`config.mk`:
```
export PLATFORM = sky130hd
export DESIGN_NAME = instr_timing_predictor
export DESIGN_NICKNAME = d
export VERILOG_FILES = /design/src/rtl/instr_timing_pkg.sv /design/src/rtl/itc_decode.sv /design/src/rtl/itc_accum.sv /design/src/rtl/instr_timing_predictor.sv
export SDC_FILE = /design/constraint.sdc
export NUM_CORES = 1
export LEC_CHECK = 0
export BUFFER_PORTS_ARGS = -buffer_cell sky130_fd_sc_hd__buf_2
export CAP_MARGIN = 20
export CELL_PAD_IN_SITES_DETAIL_PLACEMENT = 1
export CELL_PAD_IN_SITES_GLOBAL_PLACEMENT = 1
export CORE_MARGIN = 2
export CORE_UTILIZATION = 29
export CTS_CLUSTER_SIZE = 14
export DETAILED_ROUTE_END_ITERATION = 12
export GPL_TIMING_DRIVEN = 0
export PLACE_DENSITY = 0.78
export SLEW_MARGIN = 20
export SYNTH_ARGS = -nofsm -noshare
export SYNTH_HDL_FRONTEND = slang
export SYNTH_SLANG_ARGS = --single-unit
```
`constraint.sdc`:
```
create_clock -name clk -period 2.7 [get_ports clk]
set_clock_uncertainty 0.05 [all_clocks]
set_input_delay 0.54 -clock clk [delete_from_list [all_inputs] [get_ports clk]]
set_output_delay 0.54 -clock clk [all_outputs]
set_load 0.03 [all_outputs]
```
`src/rtl/instr_timing_pkg.sv`:
```
package instr_timing_pkg;
  localparam int unsigned WordW = 16;
  localparam int unsigned RegW  = 4;
  localparam int unsigned LenW  = 2;
  localparam int unsigned CycW  = 3;
  localparam int unsigned MaxLen = 3;
  localparam int unsigned MaxCyc = 6;

  localparam logic [RegW-1:0] PcReg    = 4'd0;
  localparam logic [RegW-1:0] ConstRegA = 4'd2;
  localparam logic [RegW-1:0] ConstRegB = 4'd3;
  localparam logic [3:0] OpCompare = 4'h9;
  localparam logic [3:0] OpBitTest = 4'hB;

  typedef enum logic [1:0] {
    SRC_REG  = 2'b00,
    SRC_IDX  = 2'b01,
    SRC_IND  = 2'b10,
    SRC_AINC = 2'b11
  } src_mode_e;

  // Penalty strobes from decode control to the summing datapath
  typedef struct packed {
    logic isJump;
    logic srcIdx;
    logic srcInd;
    logic srcImm;
    logic srcConst;
    logic dstIdx;
    logic dstWrite;
    logic pcWrite;
  } timing_ctl_t;
endpackage

```
`src/rtl/itc_decode.sv`:
```
module itc_decode
  import instr_timing_pkg::*;
(
  input  logic             clk,
  input  logic             rst,
  input  logic             inValid,
  input  logic [WordW-1:0] instrWord,
  output timing_ctl_t      ctl
);
  logic [3:0]      opCode;
  logic [RegW-1:0] srcReg;
  logic [RegW-1:0] dstReg;
  logic            dstMode;
  src_mode_e       srcMode;
  logic            twoOp;
  logic            writesResult;
  logic            constSrc;

  assign opCode  = instrWord[15:12];
  assign srcReg  = instrWord[11:8];
  assign dstMode = instrWord[7];
  assign srcMode = src_mode_e'(instrWord[5:4]);
  assign dstReg  = instrWord[3:0];

  always_comb begin
    twoOp        = (instrWord[15:14] != 2'b00);
    writesResult = (opCode != OpCompare) && (opCode != OpBitTest);
    constSrc     = twoOp && ((srcReg == ConstRegB) ||
                   ((srcReg == ConstRegA) && (srcMode inside {SRC_IND, SRC_AINC})));

    ctl          = '0;
    ctl.isJump   = (instrWord[15:13] == 3'b001);
    ctl.srcConst = constSrc;
    if (twoOp && !constSrc) begin
      ctl.srcIdx = (srcMode == SRC_IDX);
      ctl.srcImm = (srcMode == SRC_AINC) && (srcReg == PcReg);
      ctl.srcInd = (srcMode == SRC_IND) ||
                   ((srcMode == SRC_AINC) && (srcReg != PcReg));
    end
    if (twoOp) begin
      ctl.dstIdx   = dstMode;
      ctl.dstWrite = dstMode && writesResult;
      ctl.pcWrite  = !dstMode && (dstReg == PcReg) && writesResult;
    end
  end

  // a constant source excludes every other source penalty
  assert_src_modes_exclusive_R5: assert property (@(posedge clk) disable iff (rst)
    inValid |-> $onehot0({ctl.srcIdx, ctl.srcInd, ctl.srcImm, ctl.srcConst}));

  // a jump word never raises an operand penalty
  assert_jump_no_operands_R8: assert property (@(posedge clk) disable iff (rst)
    (inValid && ctl.isJump) |-> !(ctl.srcIdx || ctl.dstIdx || ctl.pcWrite || ctl.srcConst));
endmodule

```
`src/rtl/itc_accum.sv`:
```
module itc_accum
  import instr_timing_pkg::*;
(
  input  logic            clk,
  input  logic            rst,
  input  logic            inValid,
  input  timing_ctl_t     ctl,
  output logic            resValid,
  output logic [LenW-1:0] resLen,
  output logic [CycW-1:0] resCycles,
  output logic            resConst
);
  logic [LenW-1:0] lenSum;
  logic [CycW-1:0] cycSum;

  always_comb begin
    if (ctl.isJump) begin
      lenSum = LenW'(1);
      cycSum = CycW'(2);
    end else begin
      lenSum = LenW'(1) + LenW'(ctl.srcIdx) + LenW'(ctl.srcImm) + LenW'(ctl.dstIdx);
      cycSum = CycW'(1)
             + CycW'(ctl.srcInd | ctl.srcImm)
             + (ctl.srcIdx ? CycW'(2) : CycW'(0))
             + (ctl.dstIdx ? CycW'(2) : CycW'(0))
             + CycW'(ctl.dstWrite)
             + CycW'(ctl.pcWrite);
    end
  end

  always_ff @(posedge clk) begin
    if (rst) begin
      resValid  <= 1'b0;
      resLen    <= '0;
      resCycles <= '0;
      resConst  <= 1'b0;
    end else begin
      resValid <= inValid;
      if (inValid) begin
        resLen    <= lenSum;
        resCycles <= cycSum;
        resConst  <= ctl.srcConst && !ctl.isJump;
      end
    end
  end

  assert_valid_follows_R1: assert property (@(posedge clk) disable iff (rst)
    inValid |=> resValid);
  assert_idle_follows_R1: assert property (@(posedge clk) disable iff (rst)
    !inValid |=> !resValid);
  assert_hold_when_idle_R10: assert property (@(posedge clk) disable iff (rst)
    !inValid |=> ($stable(resLen) && $stable(resCycles) && $stable(resConst)));
  assert_len_range_R12: assert property (@(posedge clk) disable iff (rst)
    resValid |-> (resLen >= LenW'(1) && resLen <= LenW'(MaxLen)));
  assert_cycle_range_R12: assert property (@(posedge clk) disable iff (rst)
    resValid |-> (resCycles >= CycW'(1) && resCycles <= CycW'(MaxCyc)));
  assert_cycles_cover_words_R12: assert property (@(posedge clk) disable iff (rst)
    resValid |-> (CycW'(resLen) <= resCycles));
endmodule

```
`src/rtl/instr_timing_predictor.sv`:
```
module instr_timing_predictor
  import instr_timing_pkg::*;
(
  input  logic             clk,
  input  logic             rst,
  input  logic             inValid,
  input  logic [WordW-1:0] instrWord,
  output logic             resValid,
  output logic [LenW-1:0]  resLen,
  output logic [CycW-1:0]  resCycles,
  output logic             resConst
);
  timing_ctl_t ctl;

  itc_decode i_decode (
    .clk       (clk),
    .rst       (rst),
    .inValid   (inValid),
    .instrWord (instrWord),
    .ctl       (ctl)
  );

  itc_accum i_accum (
    .clk       (clk),
    .rst       (rst),
    .inValid   (inValid),
    .ctl       (ctl),
    .resValid  (resValid),
    .resLen    (resLen),
    .resCycles (resCycles),
    .resConst  (resConst)
  );

  // outputs are cleared in the cycle after reset
  assert_reset_clears_R11: assert property (@(posedge clk)
    $past(rst) |-> (!resValid && resLen == '0 && resCycles == '0 && !resConst));
endmodule

```
==> reports/qor_table.md, run 1 <==
| Parameter | Value | Unit |
|---|---|---|
| Initial Util | 31.2 | % |
| Worst slack at placement | 0.101 | ns |
| WP data arrival | 2.43 | ns |
| TritonCTS buffer count | 3 | - |
| Clock tree from TritonCTS | built | - |
| Endpoint kind of the worst setup timing path | register | - |
| Ratio of routed vias to standard cells | 4.87 | - |
| Via count of the first global-routing pass | 478 | - |
| Wire length of the first global-routing pass | 2060 | um |
| Largest area contributor in the netlist | sky130_fd_sc_hd__dfxtp_1 | - |
| First-pass DRT Iterations | 4 | - |
| R2R cell count | 1 | - |
| Footprint of the multi-input gates | 304 | um2 |
| Final Wtd Congestion | 0.739 | - |
| Worst setup SP type | primary input | - |
| Clock Latency Late Sink | 0.25 | ns |
| # fillers | 209 | - |
| Fin. Hold Viols | 0 | - |
| Rel. slew slack | 72.2 | % |
| Post-layout minimum cycle time | 2.30 | ns |
| CTS hold repair buffers | 0 | - |
| Net switching power figure | 88.4 | uW |
| Initial DRC count | 3 | - |
| RSZ-0062 raised after global routing | no | - |
| Sequential element share of the synthesized area | 29.8 | % |
| Switching portion of total power | 30.7 | % |
| Post-CTS Resized | 0 | - |
| Worst setup slack after layout | 0.404 | ns |
| Cell area after synthesis | 470 | um2 |
| Worst Hold Class | reg2reg | - |
| Share of cells above drive strength 1 | 39.0 | % |
| Diodes inserted | 0 | - |
| Cell area power density | 452 | nW/um2 |
| Clk sinks | 7 | - |
| Worst Path Class, Setup | in2reg | - |
| Post-Syn Instances | 54 | - |
| Number of setup buffers added after CTS | 0 | - |
| Total wire length after detailed routing | 1140 | um |
| DRC viols | 0 | - |
| CTS root buf | sky130_fd_sc_hd__clkbuf_4 | - |
| Number of nets in the layout | 109 | - |
| Leakage power | 0.000336 | uW |
| Mean area per synthesized cell | 8.71 | um2 |
| Fmax | 436 | MHz |
| Post-detailed-placement cell area | 611 | um2 |
| Number of register bits inferred by synthesis | 7 | - |
| Final std cell area, no fill | 637 | um2 |
| Top-level port count | 26 | - |
| Standard cell core area | 1510 | um2 |
| Post-layout power | 288 | uW |
| Status | complete, no violations | - |
| Post-synthesis net count | 80 | - |
| Row cnt | 14 | - |
| CTS H-Tree Depth | 1 | - |
| Number of warning messages in the yosys log | 0 | - |
| Worst r2r src | i_accum.resLen[0] | - |
| Critical Path RT | 2.84 | ns |
| Largest net degree at the start of global routing | 8 | - |
| Fraction of power consumed by combinational cells | 27.1 | % |
| Buffer levels on the longest clock path | 2 | - |
| Worst hold path startpoint | i_accum.resLen[1] | - |
| Post-CTS clock slew at the launch and capture registers of the worst setup and hold paths | 0.06 | ns |
| Routed len/inst | 11.6 | um |
| Part of the total power dissipated in the clock network | 33.4 | % |
| Worst hold stages | 2 | - |
| Crit share post-route | 85.0 | % |
| Total routing usage reported by global routing | 14.1 | % |
| Layout overhead on the synthesized area | 35.4 | % |
| Count of maximum capacitance violations | 0 | - |
| Tightest Pin Transition | 0.413 | ns |
| Vertical die dimension | 44.3 | um |
| Initial antenna violation count | 0 | - |
| Worst Path Max Fanout | 4 | - |
| Remaining antenna violation count | 0 | - |
| Port buffer count | 24 | - |
| Setup TNS | 0 | ns |
| P_int | 199 | uW |
| HPWL after detailed placement | 927 | um |
| Die ar. | 1960 | um2 |
| Width of the chip | 44.3 | um |
| Sequential share of power | 39.5 | % |
| Top post-synthesis cells by area | sky130_fd_sc_hd__dfxtp_1, sky130_fd_sc_hd__ha_1, sky130_fd_sc_hd__inv_1 | - |
| Final max-slew violation count | 0 | - |
| Final setup fails | 0 | - |
| Worst setup path start | instrWord[5] | - |
| Register area | 140 | um2 |
| Fraction of post-synthesis cell area in the top cell type by area | 29.8 | % |
| Register-to-register setup slack | 1.98 | ns |
| Vias after detailed routing | 477 | - |
| Max VDD drop | 155 | uV |
| Overflow after GRT | 0 | - |
| Count of unique library cells instantiated by Yosys | 22 | - |
==> metrics by stage <==
step / hold slack [ns] / instances / utilization [%]
floorplan: 0.521 / 54 / -
global placement: 0.388 / 94 / 40.5
detailed placement: 0.399 / 94 / 40.5
CTS: 0.405 / 98 / 42.3
global route: 0.437 / 98 / 42.3
finish: 0.402 / 98 / 42.3
==> final cells by class <==
class / instances / share of cell area (%)
clock buffer: 4 / 4.13
inverter: 7 / 4.13
multi-input combinational: 40 / 47.7
sequential: 7 / 22.0
tap: 16 / 3.14
timing repair buffer: 24 / 18.9
==> sequential cells by signal, indices dropped and copies added, names as in the netlist <==
signal	flops
i_accum.resConst	1
i_accum.resCycles	3
i_accum.resLen	2
i_accum.resValid	1
==> critical path: stages <==
cell and delay (ns):
sky130_fd_sc_hd__buf_2 0.12, sky130_fd_sc_hd__o211ai_1 0.31, sky130_fd_sc_hd__nand3b_1 0.15, sky130_fd_sc_hd__ha_1 0.30, sky130_fd_sc_hd__inv_1 0.04, sky130_fd_sc_hd__ha_1 0.20, sky130_fd_sc_hd__fa_1 0.37, sky130_fd_sc_hd__xor2_1 0.17
sky130_fd_sc_hd__nand3_1 0.10, sky130_fd_sc_hd__a21oi_1 0.14
==> worst paths after layout <==
path,end
setup / recovery,i_accum.resCycles[2]
hold reg to reg,i_accum.resLen[1]
setup reg to reg,i_accum.resLen[0]
hold / removal,i_accum.resLen[1]
==> power groups by stage <==
| stage | Sequential (uW) | Clock, uW | Combinational, uW |
|---|---|---|---|
| finish | 114 | 96.1 | 78.0 |
| global route | 114 | 105 | 90.1 |
| CTS | 114 | 99.1 | 79.7 |
| detailed placement | 116 | 0 | 78.6 |
| global placement | 115 | 0 | 76.6 |
| floorplan | 130 | 0 | 34.0 |
==> kinds of logic after synthesis <==
| logic type | Yosys count | share of synthesized area, % |
|---|---|---|
| flops | 7 | 29.8 |
| simple gates | 22 | 25.5 |
| xor+xnor | 2 | 3.72 |
| buf+inv | 7 | 5.59 |
| compound gates | 9 | 15.2 |
| fa+ha+maj | 7 | 20.2 |
==> cells in the mapped netlist <==
library cell               count
sky130_fd_sc_hd__nor2_1        4
sky130_fd_sc_hd__fa_1          1
sky130_fd_sc_hd__or4_1         1
sky130_fd_sc_hd__nand2_2       1
sky130_fd_sc_hd__nor3_1        1
sky130_fd_sc_hd__o221a_2       2
sky130_fd_sc_hd__xnor2_1       1
sky130_fd_sc_hd__xor2_1        1
sky130_fd_sc_hd__ha_1          6
sky130_fd_sc_hd__nor3b_1       2
sky130_fd_sc_hd__o21ai_0       1
sky130_fd_sc_hd__and2_1        1
sky130_fd_sc_hd__dfxtp_1       7
sky130_fd_sc_hd__inv_1         7
sky130_fd_sc_hd__o211ai_1      1
sky130_fd_sc_hd__nand2_1       4
sky130_fd_sc_hd__o41ai_2       1
sky130_fd_sc_hd__a21oi_1       4
sky130_fd_sc_hd__nand3_1       5
sky130_fd_sc_hd__nand3b_1      1
sky130_fd_sc_hd__or3b_4        1
sky130_fd_sc_hd__nand2b_1      1
==> metal layers <==
metal	GRT usage (%)	share of wire, %
met1	18.2	43
met2	23.2	51
met3	2.45	5.8
met4	5.45	0
met5	0	0
==> layout by cell type (no fill, tap or decap) <==
| cell type | synthesis | layout |
|---|---|---|
| sky130_fd_sc_hd__a21oi_1 | 4 | 4 |
| sky130_fd_sc_hd__and2_1 | 1 | 1 |
| sky130_fd_sc_hd__buf_2 | 0 | 24 |
| sky130_fd_sc_hd__clkbuf_1 | 0 | 1 |
| sky130_fd_sc_hd__clkbuf_4 | 0 | 3 |
| sky130_fd_sc_hd__dfxtp_1 | 7 | 7 |
| sky130_fd_sc_hd__fa_1 | 1 | 1 |
| sky130_fd_sc_hd__ha_1 | 6 | 6 |
| sky130_fd_sc_hd__inv_1 | 7 | 7 |
| sky130_fd_sc_hd__nand2_1 | 4 | 4 |
| sky130_fd_sc_hd__nand2_2 | 1 | 1 |
| sky130_fd_sc_hd__nand2b_1 | 1 | 1 |
| sky130_fd_sc_hd__nand3_1 | 5 | 5 |
| sky130_fd_sc_hd__nand3b_1 | 1 | 1 |
| sky130_fd_sc_hd__nor2_1 | 4 | 4 |
| sky130_fd_sc_hd__nor3_1 | 1 | 1 |
| sky130_fd_sc_hd__nor3b_1 | 2 | 2 |
| sky130_fd_sc_hd__o211ai_1 | 1 | 1 |
| sky130_fd_sc_hd__o21ai_0 | 1 | 1 |
| sky130_fd_sc_hd__o221a_2 | 2 | 2 |
| sky130_fd_sc_hd__o41ai_2 | 1 | 1 |
| sky130_fd_sc_hd__or3b_4 | 1 | 1 |
| sky130_fd_sc_hd__or4_1 | 1 | 1 |
| sky130_fd_sc_hd__xnor2_1 | 1 | 1 |
| sky130_fd_sc_hd__xor2_1 | 1 | 1 |
Power figures use the tool's default switching activity.
==> inputs of run 2 (changes only) <==
- CELL_PAD_IN_SITES_GLOBAL_PLACEMENT: 1 -> 2
- CORE_UTILIZATION: 29 -> 22
- PLACE_DENSITY: 0.78 -> unset
- PLACE_DENSITY_LB_ADDON: unset -> 0.2
- SYNTH_HIERARCHICAL: unset -> 1
==> reports/qor_table.md, run 2 <==
| Parameter | Value | Unit |
|---|---|---|
| Ratio of routed vias to standard cells | 4.31 | - |
| Post-layout power | 297 | uW |
| Clock Latency Late Sink | 0.25 | ns |
| Number of nets in the layout | 115 | - |
| Post-Syn Instances | 61 | - |
| CTS root buf | sky130_fd_sc_hd__clkbuf_4 | - |
| Vias after detailed routing | 504 | - |
| Clock tree from TritonCTS | built | - |
| First-pass DRT Iterations | 3 | - |
| Leading cell type by number of instances after synthesis | sky130_fd_sc_hd__inv_1 | - |
| RSZ-0062 raised after global routing | no | - |
| Final Wtd Congestion | 0.631 | - |
| Vertical die dimension | 51.9 | um |
| Number of register bits inferred by synthesis | 7 | - |
| Registers with the highest flip-flop counts | i_accum/resCycles x3, i_accum/resLen x2 | - |
| Fin. Hold Viols | 0 | - |
| Final max-slew violation count | 0 | - |
| Critical Path RT | 2.82 | ns |
| Max VDD drop | 166 | uV |
| Worst Path Max Fanout | 1 | - |
| Post-CTS Resized | 0 | - |
| Die ar. | 2690 | um2 |
| Diodes inserted | 0 | - |
| Share of cells above drive strength 1 | 36.0 | % |
| Count of maximum capacitance violations | 0 | - |
| Most common cell after layout, fill and taps aside | sky130_fd_sc_hd__buf_2 | - |
| Worst Hold Class | reg2reg | - |
| WP data arrival | 2.57 | ns |
| Total routing usage reported by global routing | 9.58 | % |
| Number of setup buffers added after CTS | 0 | - |
| Placed cells | 113 | - |
| Number of warning messages in the yosys log | 6 | - |
| Post-synthesis net count | 86 | - |
| Top-level port count | 26 | - |
| Sequential element share of the synthesized area | 27.8 | % |
| Most instantiated flip-flop cell in the synthesis netlist | sky130_fd_sc_hd__dfxtp_1 | - |
| Total wire length after detailed routing | 1120 | um |
| Share of synthesized registers carrying an async set or reset | 0 | % |
| Buffer levels on the longest clock path | 2 | - |
| Commonest cells after routing, fill and taps aside | sky130_fd_sc_hd__buf_2, sky130_fd_sc_hd__inv_1, sky130_fd_sc_hd__nor2_1, sky130_fd_sc_hd__dfxtp_1, sky130_fd_sc_hd__ha_1 | - |
| Register name with the most flops | i_accum/resCycles | - |
| Setup TNS | 0 | ns |
| Width of the chip | 51.9 | um |
| Initial antenna violation count | 0 | - |
| Row cnt | 17 | - |
| Status | complete, no violations | - |
| Routed len/inst | 9.59 | um |
| Endpoint kind of the worst setup timing path | register | - |
| HPWL after detailed placement | 919 | um |
| Crit share post-route | 91.0 | % |
| Cell area power density | 433 | nW/um2 |
| Worst Path Class, Setup | in2reg | - |
| Clk sinks | 7 | - |
| Remaining antenna violation count | 0 | - |
| Post-layout minimum cycle time | 2.46 | ns |
| Final setup fails | 0 | - |
| Wire length of the first global-routing pass | 1810 | um |
| Port buffer count | 24 | - |
| Initial DRC count | 5 | - |
| TritonCTS buffer count | 3 | - |
| Top post-synthesis cells by area | sky130_fd_sc_hd__dfxtp_1, sky130_fd_sc_hd__ha_1, sky130_fd_sc_hd__inv_1 | - |
| Initial Util | 23.0 | % |
| Largest net degree at the start of global routing | 11 | - |
| Layout overhead on the synthesized area | 36.0 | % |
| Flip-flop count of the largest register, all copies and words added | 3 | - |
| Mean area per synthesized cell | 8.27 | um2 |
| Count of unique library cells instantiated by Yosys | 26 | - |
| Fraction of post-synthesis cell area in the top cell type by area | 27.8 | % |
| CTS H-Tree Depth | 1 | - |
| Count of flip-flops with a built-in enable after synthesis | 0 | - |
| Via count of the first global-routing pass | 465 | - |
| Overflow after GRT | 0 | - |
| Largest area contributor in the netlist | sky130_fd_sc_hd__dfxtp_1 | - |
| Standard cell core area | 2190 | um2 |
| Final non-filler cell total | 117 | - |
| Cell area after synthesis | 504 | um2 |
| Worst setup SP type | primary input | - |
| DRC viols | 0 | - |
| Leading cell types by count after synthesis | sky130_fd_sc_hd__inv_1, sky130_fd_sc_hd__nor2_1, sky130_fd_sc_hd__dfxtp_1, sky130_fd_sc_hd__ha_1 | - |
| Tightest Pin Transition | 0.325 | ns |
| Core utilization of the finished layout | 31.3 | % |
| Post-CTS clock slew at the launch and capture registers of the worst setup and hold paths | 0.05 | ns |
| Leakage power | 0.000332 | uW |
| Fmax | 407 | MHz |
| CTS hold repair buffers | 0 | - |
| Rel. slew slack | 78.2 | % |
[run 2: cell types whose count changed in the layout (fill, tap and decap cells not counted), sizes merged, moves of 2 or more]
cell | before | now
a211oi | 0 | 2
nor2b | 0 | 3
nor3 | 1 | 3
nor3b | 2 | 0
nor2 | 4 | 8
inv | 7 | 9
o32ai | 0 | 2
buf | 24 | 26
o221a | 2 | 0
nand3b | 1 | 3
nand3 | 5 | 0
nand2 | 5 | 1
[run 2: cells by family after synthesis]
group / synth area share, %
flops: 27.8
compound gates: 13.1
fa+ha+maj: 16.4
simple gates: 30.0
buf+inv: 9.18
xor+xnor: 3.47
[run 2: final cells by class]
| type | count | area, um2 |
|---|---|---|
| Fill cell | 287 | 1510 |
| Multi-Input combinational cell | 43 | 318 |
| Sequential cell | 7 | 140 |
| Timing Repair Buffer | 24 | 120 |
| Tap cell | 28 | 35.0 |
| Inverter | 9 | 33.8 |
| Clock buffer | 4 | 26.3 |
| Buffer | 2 | 12.5 |
[run 2: worst max-delay path, stage by stage]
cell                       delay, ns
sky130_fd_sc_hd__buf_2          0.09
sky130_fd_sc_hd__or4_4          0.52
sky130_fd_sc_hd__nor3_2         0.11
sky130_fd_sc_hd__inv_1          0.06
sky130_fd_sc_hd__ha_1           0.27
sky130_fd_sc_hd__inv_1          0.04
sky130_fd_sc_hd__ha_1           0.18
sky130_fd_sc_hd__fa_1           0.48
sky130_fd_sc_hd__nor2_1         0.05
sky130_fd_sc_hd__a211oi_1       0.24
[run 2: worst paths after layout]
kind | start | end | slack, ns | cells past startpoint
setup / recovery | instrWord[1] | i_accum/resCycles[1] | 0.24 | 10
setup reg to reg | i_accum/resCycles[2] | i_accum/resCycles[2] | 1.95 | 2
hold reg to reg | i_accum/resConst | i_accum/resConst | 0.42 | 2
hold / removal | i_accum/resConst | i_accum/resConst | 0.42 | 2
[run 2: through the flow]
stage          worst slack [ns]  cell area (um2)  hold WS (ns)
2_1_floorplan             0.194              504         0.537
3_3_place_gp             0.0146              659         0.403
3_5_place_dp            -0.0152              659         0.419
4_1_cts                   0.229              686         0.428
5_1_grt                  0.0814              686         0.455
6_report                  0.242              686         0.423
[run 2: routing by layer]
| metal | GRT usage, % | vias up | part of all wire (%) |
|---|---|---|---|
| li1 | - | 259 | - |
| met1 | 10.0 | 218 | 44 |
| met2 | 15.0 | 22 | 42 |
| met3 | 2.01 | 5 | 9.6 |
| met4 | 10.5 | 0 | 4.5 |
| met5 | 0 | - | 0 |
[run 2: where the power goes]
part / internal (uW) / switching (uW) / total (uW)
logic: 36.0 / 48.6 / 84.7
clock network: 56.6 / 42.0 / 98.6
registers: 111 / 3.01 / 114
total: 204 / 93.6 / 297
==> inputs of run 3 (changes only) <==
- CORE_UTILIZATION: 22 -> 24
- clock period: 2.7 -> 2.9 ns (I/O delays scaled with it)
==> reports/qor_table.md, run 3 (same netlist as run 2, synthesis figures left out) <==
| Parameter | Value | Unit |
|---|---|---|
| Final non-filler cell total | 116 | - |
| Post-layout minimum cycle time | 2.54 | ns |
| Critical Path RT | 3.00 | ns |
| Diodes inserted | 0 | - |
| Cell chain of the critical path | buf_2, or4_4, nor3_2, inv_1, ha_1, inv_1, ha_1, fa_1, nor2_1, a211oi_1 | - |
| Vias after detailed routing | 499 | - |
| Clk sinks | 7 | - |
| Worst r2r src | i_accum/resCycles[1] | - |
| Row cnt | 16 | - |
| Max VDD drop | 138 | uV |
| Register-to-register setup slack | 2.15 | ns |
| Initial Util | 25.7 | % |
| Timing endpoint of the critical path | i_accum/resCycles[1] | - |
| Share of cells above drive strength 1 | 36.0 | % |
| Standard cell core area | 1960 | um2 |
| Number of setup buffers added after CTS | 0 | - |
| DRC viols | 0 | - |
| Total routing usage reported by global routing | 10.6 | % |
| Ratio of routed vias to standard cells | 4.30 | - |
| CTS hold repair buffers | 0 | - |
| Most common cell after layout, fill and taps aside | sky130_fd_sc_hd__buf_2 | - |
| Via count of the first global-routing pass | 542 | - |
| Final setup fails | 0 | - |
| Worst slack at placement | 0.141 | ns |
| RSZ-0062 raised after global routing | no | - |
| Fin. Hold Viols | 0 | - |
| Family of cells with the greatest summed delay on the critical path | adder cells | - |
| Number of nets in the layout | 115 | - |
| Terminus of the critical flop-to-flop path | i_accum/resCycles[1] | - |
| Initial DRC count | 2 | - |
| Leakage power | 0.000332 | uW |
| Critical path depth in cells | 10 | - |
| Worst setup slack after layout | 0.359 | ns |
| Final max-slew violation count | 0 | - |
| Vertical die dimension | 49.8 | um |
| Die ar. | 2480 | um2 |
| Layout overhead on the synthesized area | 35.7 | % |
| Worst Path Max Fanout | 1 | - |
| Initial antenna violation count | 0 | - |
| R2R cell count | 2 | - |
| Remaining antenna violation count | 0 | - |
| CTS root buf | sky130_fd_sc_hd__clkbuf_4 | - |
| Worst hold stages | 2 | - |
| Post-CTS clock slew at the launch and capture registers of the worst setup and hold paths | 0.05 | ns |
| Worst Path Class, Setup | in2reg | - |
| Post-detailed-placement cell area | 658 | um2 |
| Largest net degree at the start of global routing | 11 | - |
| CTS H-Tree Depth | 1 | - |
| Worst Hold Class | reg2reg | - |
| Rel. slew slack | 79.0 | % |
| Width of the chip | 49.8 | um |
| Flip-flop count of the largest register, all copies and words added | 3 | - |
| Number of buffer and inverter stages on the critical path | 3 | - |
| Status | complete, no violations | - |
| Clock tree from TritonCTS | built | - |
| Worst setup SP type | primary input | - |
| Buffer levels on the longest clock path | 2 | - |
| Cell area power density | 397 | nW/um2 |
| Crit share post-route | 87.6 | % |
| Register name with the most flops | i_accum/resCycles | - |
| Worst setup path start | instrWord[1] | - |
| Placed cells | 112 | - |
| Wire length of the first global-routing pass | 2030 | um |
| Port buffer count | 24 | - |
| Slowest stage cell, crit path | sky130_fd_sc_hd__or4_4 | - |
| Tightest Pin Transition | 0.312 | ns |
| Endpoint kind of the worst setup timing path | register | - |
| WP data arrival | 2.64 | ns |
| Post-CTS Resized | 0 | - |
| Setup TNS | 0 | ns |
| First-pass DRT Iterations | 2 | - |
| Top-level port count | 26 | - |
| # fillers | 264 | - |
| TritonCTS buffer count | 3 | - |
| Worst-case hold slack | 0.413 | ns |
| Final Wtd Congestion | 0.696 | - |
| Routed len/inst | 9.72 | um |
| HPWL after detailed placement | 964 | um |
| Clock Latency Late Sink | 0.24 | ns |
| Fmax | 393 | MHz |
| Total wire length after detailed routing | 1130 | um |
| Count of maximum capacitance violations | 0 | - |
| Maximum single-stage delay on the critical path | 0.52 | ns |
| Final std cell area, no fill | 684 | um2 |
| Overflow after GRT | 0 | - |
| Commonest cells after routing, fill and taps aside | sky130_fd_sc_hd__buf_2, sky130_fd_sc_hd__inv_1, sky130_fd_sc_hd__nor2_1, sky130_fd_sc_hd__dfxtp_1, sky130_fd_sc_hd__ha_1 | - |
| Registers with the highest flip-flop counts | i_accum/resCycles x3, i_accum/resLen x2 | - |
-- run 3: cell counts in the layout (fill, tap and decap cells not counted) --
Identical to the previous run, type by type.
-- run 3: stage by stage --
step,utilization (%),power [uW]
3_5_place_dp,33.5,189
5_1_grt,34.9,292
4_1_cts,34.9,277
2_1_floorplan,-,159
6_report,34.9,271
3_3_place_gp,33.5,187
-- run 3: tightest hold or removal path, delay by kind of cell, from the launching register on --
family             cells  cell delay [ns]
AOI/OAI and AO/OA      1             0.05
DFF                    1             0.30
and+or+nand+nor        1             0.06
-- run 3: cell type report --
cell class / count / area [um2] / area share (%)
Multi-Input combinational cell: 43 / 318 / 46.4
Sequential cell: 7 / 140 / 20.5
Timing Repair Buffer: 24 / 120 / 17.6
Inverter: 9 / 33.8 / 4.94
Tap cell: 27 / 33.8 / 4.94
Clock buffer: 4 / 26.3 / 3.84
Buffer: 2 / 12.5 / 1.83
-- run 3: power by group --
group	total [uW]	switching [uW]	leakage, uW	internal [uW]
combinational	80.7	46.8	0.000259	34.0
clock	84.7	32.4	0.0000150	52.3
sequential	106	2.68	0.0000577	103
total	271	81.9	0.000332	190
-- run 3: worst min path at each step --
stage                          from              endpoint
2_1_floorplan  i_accum/resCycles[0]  i_accum/resCycles[0]
3_3_place_gp       i_accum/resConst      i_accum/resConst
3_5_place_dp       i_accum/resConst      i_accum/resConst
4_1_cts            i_accum/resConst      i_accum/resConst
5_1_grt            i_accum/resConst      i_accum/resConst
6_report           i_accum/resConst      i_accum/resConst
-- run 3: per-layer routing --
metal	vias up	track usage, %	wire, um
met2	14	19.8	596
met4	0	6.94	0
li1	261	-	-
met5	-	0	0
met1	224	11.0	482
met3	0	1.21	48
